[src/rtl/dfq_pkg.sv]
// Shared constants and types for the byte FIFO pair.
// Assumes a 3-bit word address and a 7-bit level field in the register view.
package dfq_pkg;
    localparam logic [2:0] ADR_CTRL  = 3'd0;
    localparam logic [2:0] ADR_TRAIL = 3'd1;
    localparam logic [2:0] ADR_IEN   = 3'd2;
    localparam logic [2:0] ADR_ISTAT = 3'd3;
    localparam logic [2:0] ADR_FSTAT = 3'd4;
    localparam logic [2:0] ADR_TXD   = 3'd5;
    localparam logic [2:0] ADR_RXD   = 3'd6;

    localparam int IRQ_N = 7;
    localparam int LVL_W = 7;

    localparam int IB_TX_AE  = 0;
    localparam int IB_RX_AF  = 1;
    localparam int IB_TX_UNF = 2;
    localparam int IB_TX_OVF = 3;
    localparam int IB_RX_UNF = 4;
    localparam int IB_RX_OVF = 5;
    localparam int IB_TRAIL  = 6;

    typedef struct packed {
        logic [LVL_W-1:0] tx_trig;
        logic [LVL_W-1:0] rx_trig;
        logic             tx_en;
        logic             rx_en;
    } fifo_ctrl_t;
endpackage

[src/rtl/dfq_byte_fifo.sv]
// Synchronous byte queue with level, full/empty flags and error pulses.
// Assumes DEPTH is a power of two. Disabling holds the queue empty.
// A push when full is dropped. A pop when empty shows the last removed byte.
module dfq_byte_fifo #(
    parameter int DEPTH = 16,
    parameter int DW    = 8,
    localparam int PW   = $clog2(DEPTH),
    localparam int LW   = $clog2(DEPTH + 1)
) (
    input  logic          clk,
    input  logic          rst_n,
    input  logic          en,
    input  logic          push,
    input  logic [DW-1:0] push_data,
    input  logic          pop,
    output logic [DW-1:0] pop_data,
    output logic [LW-1:0] level,
    output logic          full,
    output logic          empty,
    output logic          overrun,
    output logic          underrun
);
    logic [DW-1:0] mem [DEPTH];
    logic [PW-1:0] wptr, rptr;
    logic [LW-1:0] cnt;
    logic [DW-1:0] last_q;
    logic          do_push, do_pop;

    assign full     = (cnt == LW'(DEPTH));
    assign empty    = (cnt == '0);
    assign level    = cnt;
    assign do_push  = en && push && !full;
    assign do_pop   = en && pop && !empty;
    assign overrun  = en && push && full;
    assign underrun = en && pop && empty;
    assign pop_data = empty ? last_q : mem[rptr];

    // Pointer and occupancy tracking; cleared while disabled.
    always_ff @(posedge clk) begin
        if (!rst_n || !en) begin
            wptr <= '0;
            rptr <= '0;
            cnt  <= '0;
        end else begin
            if (do_push) wptr <= wptr + PW'(1);
            if (do_pop)  rptr <= rptr + PW'(1);
            case ({do_push, do_pop})
                2'b10:   cnt <= cnt + LW'(1);
                2'b01:   cnt <= cnt - LW'(1);
                default: ;
            endcase
        end
    end

    // Storage write.
    always_ff @(posedge clk) begin
        if (do_push) mem[wptr] <= push_data;
    end

    // Remembers the byte most recently removed, shown on underrun.
    always_ff @(posedge clk) begin
        if (!rst_n)      last_q <= '0;
        else if (do_pop) last_q <= mem[rptr];
    end

    assert_full_drop_R4: assert property (@(posedge clk) disable iff (!rst_n)
        (en && push && full && !pop) |=> full);
    assert_underrun_hold_R5: assert property (@(posedge clk) disable iff (!rst_n)
        (en && pop && empty && !push) |=> (pop_data == $past(pop_data)));
    assert_disable_empties_R2: assert property (@(posedge clk) disable iff (!rst_n)
        !en |=> empty);
endmodule

[src/rtl/dfq_trail_timer.sv]
// Idle timer for a partly filled receive queue.
// Restarts on each push and runs while the queue holds bytes below threshold.
// Pulses fire once on the edge where the count reaches the limit; limit 0 never fires.
module dfq_trail_timer #(
    parameter int CW = 8
) (
    input  logic          clk,
    input  logic          rst_n,
    input  logic          rx_push,
    input  logic          rx_empty,
    input  logic          below_trig,
    input  logic [CW-1:0] limit,
    output logic          fire
);
    logic [CW-1:0] cnt;
    logic          restart, running;

    assign restart = rx_push || rx_empty || !below_trig;
    assign running = !restart && (cnt < limit);
    assign fire    = running && ((cnt + CW'(1)) == limit);

    // Idle clock counter, saturating at the limit.
    always_ff @(posedge clk) begin
        if (!rst_n || restart) cnt <= '0;
        else if (running)      cnt <= cnt + CW'(1);
    end

    assert_fire_once_R8: assert property (@(posedge clk) disable iff (!rst_n)
        fire |=> !fire);
endmodule

[src/rtl/dfq_irq_ctrl.sv]
// Sticky interrupt status, cleared by writing ones, masked into one line.
// A source active in the same cycle as a clear keeps its bit set.
module dfq_irq_ctrl #(
    parameter int N = 7
) (
    input  logic         clk,
    input  logic         rst_n,
    input  logic [N-1:0] set,
    input  logic         clr_we,
    input  logic [N-1:0] clr_mask,
    input  logic [N-1:0] en_mask,
    output logic [N-1:0] status,
    output logic         irq
);
    logic [N-1:0] clr_eff;

    assign clr_eff = clr_we ? clr_mask : '0;
    assign irq     = |(status & en_mask);

    // Status update: clear written ones, then merge new events.
    always_ff @(posedge clk) begin
        if (!rst_n) status <= '0;
        else        status <= (status & ~clr_eff) | set;
    end

    for (genvar i = 0; i < N; i++) begin : g_chk
        assert_w1c_R9: assert property (@(posedge clk) disable iff (!rst_n)
            (clr_we && clr_mask[i] && !set[i]) |=> !status[i]);
        assert_sticky_R9: assert property (@(posedge clk) disable iff (!rst_n)
            (status[i] && !(clr_we && clr_mask[i])) |=> status[i]);
    end
endmodule

[src/rtl/dual_fifo_irq.sv]
// Transmit and receive byte queues with a register view and interrupt logic.
// Assumes DEPTH is a power of two no larger than 64 (7-bit level field).
module dual_fifo_irq
    import dfq_pkg::*;
#(
    parameter int DEPTH   = 16,
    parameter int TRAIL_W = 8,
    localparam int LW     = $clog2(DEPTH + 1)
) (
    input  logic        clk,
    input  logic        rst_n,
    input  logic        cfg_wr,
    input  logic        cfg_rd,
    input  logic [2:0]  cfg_addr,
    input  logic [31:0] cfg_wdata,
    output logic [31:0] cfg_rdata,
    input  logic        eng_tx_pop,
    output logic [7:0]  eng_tx_data,
    input  logic        eng_rx_push,
    input  logic [7:0]  eng_rx_data,
    output logic        irq
);
    fifo_ctrl_t         ctrl_q;
    logic [TRAIL_W-1:0] trail_lim_q;
    logic [IRQ_N-1:0]   ien_q;
    logic [IRQ_N-1:0]   istat, isrc;
    logic [LW-1:0]      tx_lvl, rx_lvl;
    logic [LVL_W-1:0]   tx_lvl7, rx_lvl7;
    logic               tx_full, tx_empty, tx_ovf, tx_unf;
    logic               rx_full, rx_empty, rx_ovf, rx_unf;
    logic [7:0]         rx_head;
    logic               trail_fire;
    logic               unused_wbits;

    wire wr_ctrl  = cfg_wr && (cfg_addr == ADR_CTRL);
    wire wr_trail = cfg_wr && (cfg_addr == ADR_TRAIL);
    wire wr_ien   = cfg_wr && (cfg_addr == ADR_IEN);
    wire wr_istat = cfg_wr && (cfg_addr == ADR_ISTAT);
    wire wr_txd   = cfg_wr && (cfg_addr == ADR_TXD);
    wire rd_rxd   = cfg_rd && (cfg_addr == ADR_RXD);

    assign unused_wbits = ^{cfg_wdata[31:23], cfg_wdata[15:11], cfg_wdata[3:2]};

    // Configuration registers.
    always_ff @(posedge clk) begin
        if (!rst_n) begin
            ctrl_q      <= '0;
            trail_lim_q <= '0;
            ien_q       <= '0;
        end else begin
            if (wr_ctrl) begin
                ctrl_q.rx_en   <= cfg_wdata[0];
                ctrl_q.tx_en   <= cfg_wdata[1];
                ctrl_q.rx_trig <= cfg_wdata[10:4];
                ctrl_q.tx_trig <= cfg_wdata[22:16];
            end
            if (wr_trail) trail_lim_q <= cfg_wdata[TRAIL_W-1:0];
            if (wr_ien)   ien_q       <= cfg_wdata[IRQ_N-1:0];
        end
    end

    dfq_byte_fifo #(.DEPTH(DEPTH), .DW(8)) u_tx_fifo (
        .clk(clk), .rst_n(rst_n), .en(ctrl_q.tx_en),
        .push(wr_txd), .push_data(cfg_wdata[7:0]),
        .pop(eng_tx_pop), .pop_data(eng_tx_data),
        .level(tx_lvl), .full(tx_full), .empty(tx_empty),
        .overrun(tx_ovf), .underrun(tx_unf)
    );

    dfq_byte_fifo #(.DEPTH(DEPTH), .DW(8)) u_rx_fifo (
        .clk(clk), .rst_n(rst_n), .en(ctrl_q.rx_en),
        .push(eng_rx_push), .push_data(eng_rx_data),
        .pop(rd_rxd), .pop_data(rx_head),
        .level(rx_lvl), .full(rx_full), .empty(rx_empty),
        .overrun(rx_ovf), .underrun(rx_unf)
    );

    assign tx_lvl7 = LVL_W'(tx_lvl);
    assign rx_lvl7 = LVL_W'(rx_lvl);

    dfq_trail_timer #(.CW(TRAIL_W)) u_trail (
        .clk(clk), .rst_n(rst_n),
        .rx_push(ctrl_q.rx_en && eng_rx_push),
        .rx_empty(rx_empty),
        .below_trig(rx_lvl7 < ctrl_q.rx_trig),
        .limit(trail_lim_q),
        .fire(trail_fire)
    );

    // Interrupt sources gathered into status bit positions.
    always_comb begin
        isrc            = '0;
        isrc[IB_TX_AE]  = ctrl_q.tx_en && (tx_lvl7 <= ctrl_q.tx_trig);
        isrc[IB_RX_AF]  = ctrl_q.rx_en && (rx_lvl7 >= ctrl_q.rx_trig);
        isrc[IB_TX_UNF] = tx_unf;
        isrc[IB_TX_OVF] = tx_ovf;
        isrc[IB_RX_UNF] = rx_unf;
        isrc[IB_RX_OVF] = rx_ovf;
        isrc[IB_TRAIL]  = trail_fire;
    end

    dfq_irq_ctrl #(.N(IRQ_N)) u_irq (
        .clk(clk), .rst_n(rst_n), .set(isrc),
        .clr_we(wr_istat), .clr_mask(cfg_wdata[IRQ_N-1:0]),
        .en_mask(ien_q), .status(istat), .irq(irq)
    );

    // Register read view selected by address.
    always_comb begin
        cfg_rdata = '0;
        case (cfg_addr)
            ADR_CTRL: begin
                cfg_rdata[0]     = ctrl_q.rx_en;
                cfg_rdata[1]     = ctrl_q.tx_en;
                cfg_rdata[10:4]  = ctrl_q.rx_trig;
                cfg_rdata[22:16] = ctrl_q.tx_trig;
            end
            ADR_TRAIL: cfg_rdata[TRAIL_W-1:0] = trail_lim_q;
            ADR_IEN:   cfg_rdata[IRQ_N-1:0]   = ien_q;
            ADR_ISTAT: cfg_rdata[IRQ_N-1:0]   = istat;
            ADR_FSTAT: begin
                cfg_rdata[6:0]   = tx_lvl7;
                cfg_rdata[7]     = tx_full;
                cfg_rdata[8]     = tx_empty;
                cfg_rdata[22:16] = rx_lvl7;
                cfg_rdata[23]    = rx_full;
                cfg_rdata[24]    = rx_empty;
            end
            ADR_RXD:   cfg_rdata[7:0] = rx_head;
            default:   ;
        endcase
    end

    assert_tx_almost_empty_R6: assert property (@(posedge clk) disable iff (!rst_n)
        (ctrl_q.tx_en && (tx_lvl7 <= ctrl_q.tx_trig)) |=> istat[IB_TX_AE]);
    assert_rx_almost_full_R7: assert property (@(posedge clk) disable iff (!rst_n)
        (ctrl_q.rx_en && (rx_lvl7 >= ctrl_q.rx_trig)) |=> istat[IB_RX_AF]);
endmodule

[config.mk]
export PLATFORM = sky130hd
export DESIGN_NAME = dual_fifo_irq
export DESIGN_NICKNAME = d
export VERILOG_FILES = /design/src/rtl/dfq_pkg.sv /design/src/rtl/dfq_byte_fifo.sv /design/src/rtl/dfq_trail_timer.sv /design/src/rtl/dfq_irq_ctrl.sv /design/src/rtl/dual_fifo_irq.sv
export SDC_FILE = /design/constraint.sdc
export NUM_CORES = 1
export LEC_CHECK = 0
export BUFFER_PORTS_ARGS = -buffer_cell sky130_fd_sc_hd__buf_2
export CORE_MARGIN = 4
export CORE_UTILIZATION = 65
export CTS_CLUSTER_DIAMETER = 200
export CTS_CLUSTER_SIZE = 10
export DETAILED_ROUTE_END_ITERATION = 16
export GPL_TIMING_DRIVEN = 0
export PLACE_DENSITY = 0.84
export SLEW_MARGIN = 0
export SYNTH_ARGS = -nofsm -noshare
export SYNTH_HDL_FRONTEND = slang
export SYNTH_SLANG_ARGS = --single-unit
[constraint.sdc]
create_clock -name clk -period 9.8 [get_ports clk]
set_clock_uncertainty 0.2 [all_clocks]
set_input_delay 0.49 -clock clk [delete_from_list [all_inputs] [get_ports clk]]
set_output_delay 0.49 -clock clk [all_outputs]
set_load 0.02 [all_outputs]
# Word-level counts from Yosys, hierarchy flattened
# Memory sizes are Yosys's and may differ from the RTL's. A register that Yosys moved wholly into a read port is not among the register bits.
# Index checks and enable logic that the tools add are counted.
# totals
ram_bits	256
in_bits	49
out_inout_bits	41
wordCells	111
mem_count	2
reg_bits	88
# classes
n_lt_le_gt_ge	4
muxes	21
n_eq_ne	13
n_reduce_logical	42
bitwise_logic	4
n_addsub	9
# memory_table
name	depth	word_bits	rd	rd_clocked_by_memory_dff	write_ports	line_no	source
u_rx_fifo.mem	16	8	1	1	1	dfq_byte_fifo.sv:23	logic [DW-1:0] mem [DEPTH];
u_tx_fifo.mem	16	8	1	1	1	dfq_byte_fifo.sv:23	
# op_table
cell	n
logical AND 1 bit	22
case mux 5 bit (2 select lines)	2
case mux 3 bit (6 select lines)	1
adder 4 x 1 -> 4 bit, second input constant	4
two-way mux 4 bit	4
two-way mux 8 bit	2
AND 7 bit	2
case mux 7 bit (2 select lines)	1
case mux 2 bit (6 select lines)	1
adder 5 x 1 -> 5 bit, second input constant	2
== test 5 bit, second input constant	2
zero test 5 bit	2
case mux 2 bit (5 select lines)	1
subtractor 5 x 1 -> 5 bit, second input constant	2
== test 3 bit, second input constant	3
zero test 1 bit	9
adder 8 x 1 -> 8 bit, second input constant	1
== test 8 bit	1
less-than comparator 8 bit	1
>= comparator 5 x 7 -> 1 bit	1
<= comparator 5 x 7 -> 1 bit	1
less-than comparator 5 x 7 -> 1 bit	1
two-way mux 7 bit	1
NOT 7 bit	1
13 further kinds	25

# Logic depth before layout (Yosys ltp)
# logic_depth
ltp_word	7
depth_mapped	15
depth_no_buf	13

# Cells and area by module
# A second synthesis with hierarchy kept.
# unflattened
hier_cells	1103
area_unflattened_um2	15706.3
# modules_own_cells
mod	seq_area_each_um2	instances	area_per_inst_um2	cells_per_inst
dfq_byte_fifo	4344.2	2	6239.7	360
dual_fifo_irq	620.6	1	2133.3	261
dfq_trail_timer	160.2	1	818.3	97
dfq_irq_ctrl	140.1	1	275.3	25

# Worst setup path after synthesis
# Ideal clock, no wire load.
# synth_path
path_type	reg2reg
startpoint	register u_rx_fifo.cnt[1] (netlist: u_rx_fifo.level[1])
endpoint	register u_rx_fifo.cnt[4] (netlist: u_rx_fifo.level[4])
period_less_slack_ps	3362
t_required_ps	9529
stages_incl_launch_ff	15
slack_ps	6438
arrival_time_ps	3091
setup_time_ps	71
path_buffers	3
path_cell_list	dfxtp_1 buf_2 or4_1 nor2_2 nor2_1 buf_2 ha_1 clkbuf_1 xor2_1 ha_1 a41oi_1 o221ai_1 xnor2_1 or3_1 a21oi_1
# synth_via
elab_chain_len	5
word_cells_on_any_way	12
cone_classes	add/sub: 2; eq/ne: 3; mux: 1; reduce/logical: 6
# synth_rtl
item	line_no	source
from (decl)	dfq_byte_fifo.sv:25	logic [LW-1:0] cnt;
from (signal assigned)	dfq_byte_fifo.sv:48	2'b10: cnt <= cnt + LW'(1);
from (signal assigned)	dfq_byte_fifo.sv:49	2'b01: cnt <= cnt - LW'(1);
zero test 5 bit *	dfq_byte_fifo.sv:30	assign empty = (cnt == '0);
zero test 1 bit *	dfq_byte_fifo.sv:33	assign do_pop = en && pop && !empty;
logical AND 1 bit *	dfq_byte_fifo.sv:33	
named net u_rx_fifo.do_pop	dfq_byte_fifo.sv:27	logic do_push, do_pop;
== test 2 x 1 -> 1 bit or == test 2 bit (tied branches)	dfq_byte_fifo.sv:47	case ({do_push, do_pop})
case mux 5 bit (2 select lines) or nonzero test 2 bit (tied branches)	-	
# Mark *: on every way through the listed nets, which the timed path passes. The rest lies on a longest branch.
# A chain may end at the register's enable or synchronous reset.

==> metrics.cfg <==
[finish]
diodes=0
drive_gt1_share_pct=20.0
layout.nets=1274
instances_no_fill=1531
syn_to_final_growth_pct=13.5
fill_cells=1331

[placed_design]
place.gp.congestion=0.921
dp_hpwl_um=23400
pre_cts_ws_ns=5.90
port_buffers=63
dp_cells=1451

[setup_path]
max_stage_delay_ns=0.59
crit_buf_inv=2
slowest_stage=buf_1
path_class=reg2out
path_delay_family=multiplexers
reg2reg_slack_ns=6.02
critPathMaxFanout=10
arrival_ns=3.13
end_kind=output port
worst_setup_path_start_kind=register
cp.required_ns=9.11
worst_path_most_repeated_cell=mux4_2
cp_cell_sequence=buf_1 -> mux4_2 -> mux4_2 -> mux2i_1 -> o22ai_1 -> buf_2

[timing]
relSlewSlack_pct=14.1
finalCritPeriodShare_pct=39.0
rsz0062_at_grt=no
final.min_clock_period_ns=3.82
worst_slew_pin_slew_ns=1.28
setup_ws_ns=5.98
hold_viol=0
fmax_ghz=0.262
setup_viol=0
finalSetupTns_ns=0
drv_slew=0

[clock_network]
hold_buffers=8
cts_sinks=352
cts_buffers=41
clk_pin_slew_ns=0.06
cts_tree=yes
postCtsSetupBuffers=0
cts_max_path_buffers=3
cts_resized=0
htreeDepth=2
cts_root_buf=clkbuf_16
clk_latency_ns=0.54

[yosys]
synth_edf_count=256
ys_types=59
synthSimpleGateAreaFrac_pct=9.04
synth_top_area_share_pct=50.4
synth_area_leaders=edfxtp_1, dfxtp_1, mux4_2, nand2_1, ha_1
synthMostInstantiatedCell=edfxtp_1
yosysWarningCount=0
synthCells=1064
synth_top_family_by_area=multiplexers
seq_area_frac_synth_pct=63.0
netlist_area_um2=15300
synth_compound_area_share_pct=4.98
yosys.area.top_type=edfxtp_1
synthFlopType=edfxtp_1
avgSynthCellArea_um2=14.3
synth-xor-area-share_pct=2.24
async_reset_ff_share_pct=0
ys_seq_elements=352
synth_common_cells=edfxtp_1, nand2_1, dfxtp_1, mux4_2, nor2_1
synthMuxAreaShare_pct=14.6
synth_adder_area_share_pct=2.95

[job]
cap_violations=0

[pwr]
clock_power_share_pct=45.1
p_comb_share_pct=2.5
internal_power_mw=2.41
swShare_pct=21.1
p_leak_nw=5.84
pwr-share-seq_pct=52.4
netSwitchingPower_mw=0.645
power_density_nw_per_um2=177
ir_worst_vdd_v=0.000152

[routing]
antenna_left=0
vias_per_cell=6.20
drt_iter0_drc=1258
drc_errors=0
first_pass_iters=6
route.vias.total=9490
wl_per_cell_um=24.1
routed_wirelength_um=36900

[floorplanning]
rows=55
die_area_um2=26000
core_region_area_um2=22800
io_pins=90
die-height_um=161
die_width_um=161
initial_core_util_pct=66.8

[global_routing]
grt_pass1_wl_um=56300
antenna_found_initial=1
grt_usage_pct=28.5
grt_pass1_vias=9493
overflow=0
grt_start_max_net_pins=21

[worst_hold_path]
min_path_type=in2reg

[status]
status=finished clean

## through the flow
| stage | hold WS [ns] | power [mW] | utilization [%] | area [um^2] |
|---|---|---|---|---|
| after global routing | 0.0294 | 3.14 | 75.8 | 17300 |
| after floorplan | 0.225 | 1.67 | - | 15300 |
| after global placement | 0.233 | 1.70 | 70.1 | 16000 |
| after CTS | 0.00000561 | 3.06 | 75.7 | 17300 |
| final | 0.00880 | 3.06 | 75.8 | 17300 |
| after detailed placement | 0.243 | 1.71 | 70.1 | 16000 |
## sequential cells by signal, summed over array words and instances, names as in the netlist, 5 cells and up, named ones only
| signal | count |
|---|---|
| u_trail.cnt | 8 |
| ien_q | 7 |
| trail_lim_q | 8 |
| ctrl_q | 16 |
| u_rx_fifo.level | 5 |
| u_tx_fifo.mem | 128 |
| u_irq.status | 7 |
| u_rx_fifo.mem | 128 |
| u_rx_fifo.last_q | 8 |
| u_tx_fifo.last_q | 8 |
| u_tx_fifo.level | 5 |
## routing by layer
metal  vias up  share of wire (%)  global-route usage (%)
li1       4197                  -                       -
met4         2                2.8                    8.49
met3        82                8.5                    5.03
met5         -              0.032                       0
met2       517                 50                    47.4
met1      4692                 38                    39.3
## layout make-up
class	count	area, um^2	area share [%]
Multi-Input combinational cell	624	5240	30.3
Timing Repair Buffer	71	395	2.28
Sequential cell	352	9610	55.5
Tap cell	313	392	2.26
Buffer	71	377	2.17
Inverter	28	105	0.607
Clock inverter	4	75.1	0.433
Clock buffer	68	1130	6.51
## layout by cell type (no fill, tap or decap), types with 16 or more instances in the layout
cell / netlist / final
a21boi_1: 19 / 19
a21oi_1: 16 / 16
buf_2: 13 / 76
clkbuf_1: 28 / 55
clkbuf_16: 0 / 41
dfxtp_1: 96 / 96
edfxtp_1: 256 / 256
ha_1: 36 / 36
inv_1: 28 / 28
mux2i_1: 23 / 23
mux4_2: 85 / 85
nand2_1: 131 / 131
nand3_1: 18 / 18
nor2_1: 79 / 79
nor2b_1: 19 / 19
o21ai_1: 19 / 19
xor2_1: 26 / 26
## logic make-up (layout without fill, tap and decap cells)
| family | Yosys count | after routing |
|---|---|---|
| XOR/XNOR | 39 | 39 |
| AO/OA/AOI/OAI | 114 | 114 |
| adder cells (fa/ha/maj) | 36 | 36 |
| AND/OR/NAND/NOR | 307 | 307 |
| buffers and inverters | 99 | 242 |
| other | 1 | 12 |
| multiplexers | 116 | 116 |
| flip-flops | 352 | 352 |
## worst register-to-register path: stages, from the launching register on
cell and delay [ns]:
dfxtp_1 0.36, clkbuf_1 0.34, nor4_1 0.16, nor2b_1 0.17
nor2_1 0.27, buf_2 0.30, ha_1 0.21, clkbuf_1 0.31
xor2_1 0.12, ha_1 0.23, a21boi_1 0.15, o21ai_0 0.21
o21bai_1 0.10, a211oi_1 0.32, xnor2_1 0.16, nor2_1 0.06
## path summary, 6_finish.rpt
check                                          from             endpoint  cells after the start
worst max-delay path                       register         cfg_rdata[7]                      6
worst min-delay path                  cfg_wdata[21]           ctrl_q[14]                      3
worst max register to register   u_tx_fifo.level[2]   u_tx_fifo.level[4]                     15
worst min register to register  u_tx_fifo.last_q[6]  u_tx_fifo.last_q[6]                      2
## power by group through the flow
| stage | clock [mW] | sequential, mW | combinational, mW |
|---|---|---|---|
| 6_report | 1.38 | 1.60 | 0.0775 |
| 5_1_grt | 1.46 | 1.60 | 0.0836 |
| 4_1_cts | 1.39 | 1.60 | 0.0761 |
| 3_5_place_dp | 0 | 1.63 | 0.0730 |
| 3_3_place_gp | 0 | 1.63 | 0.0709 |
| 2_1_floorplan | 0 | 1.63 | 0.0363 |
(Power assumes the default switching activity.)
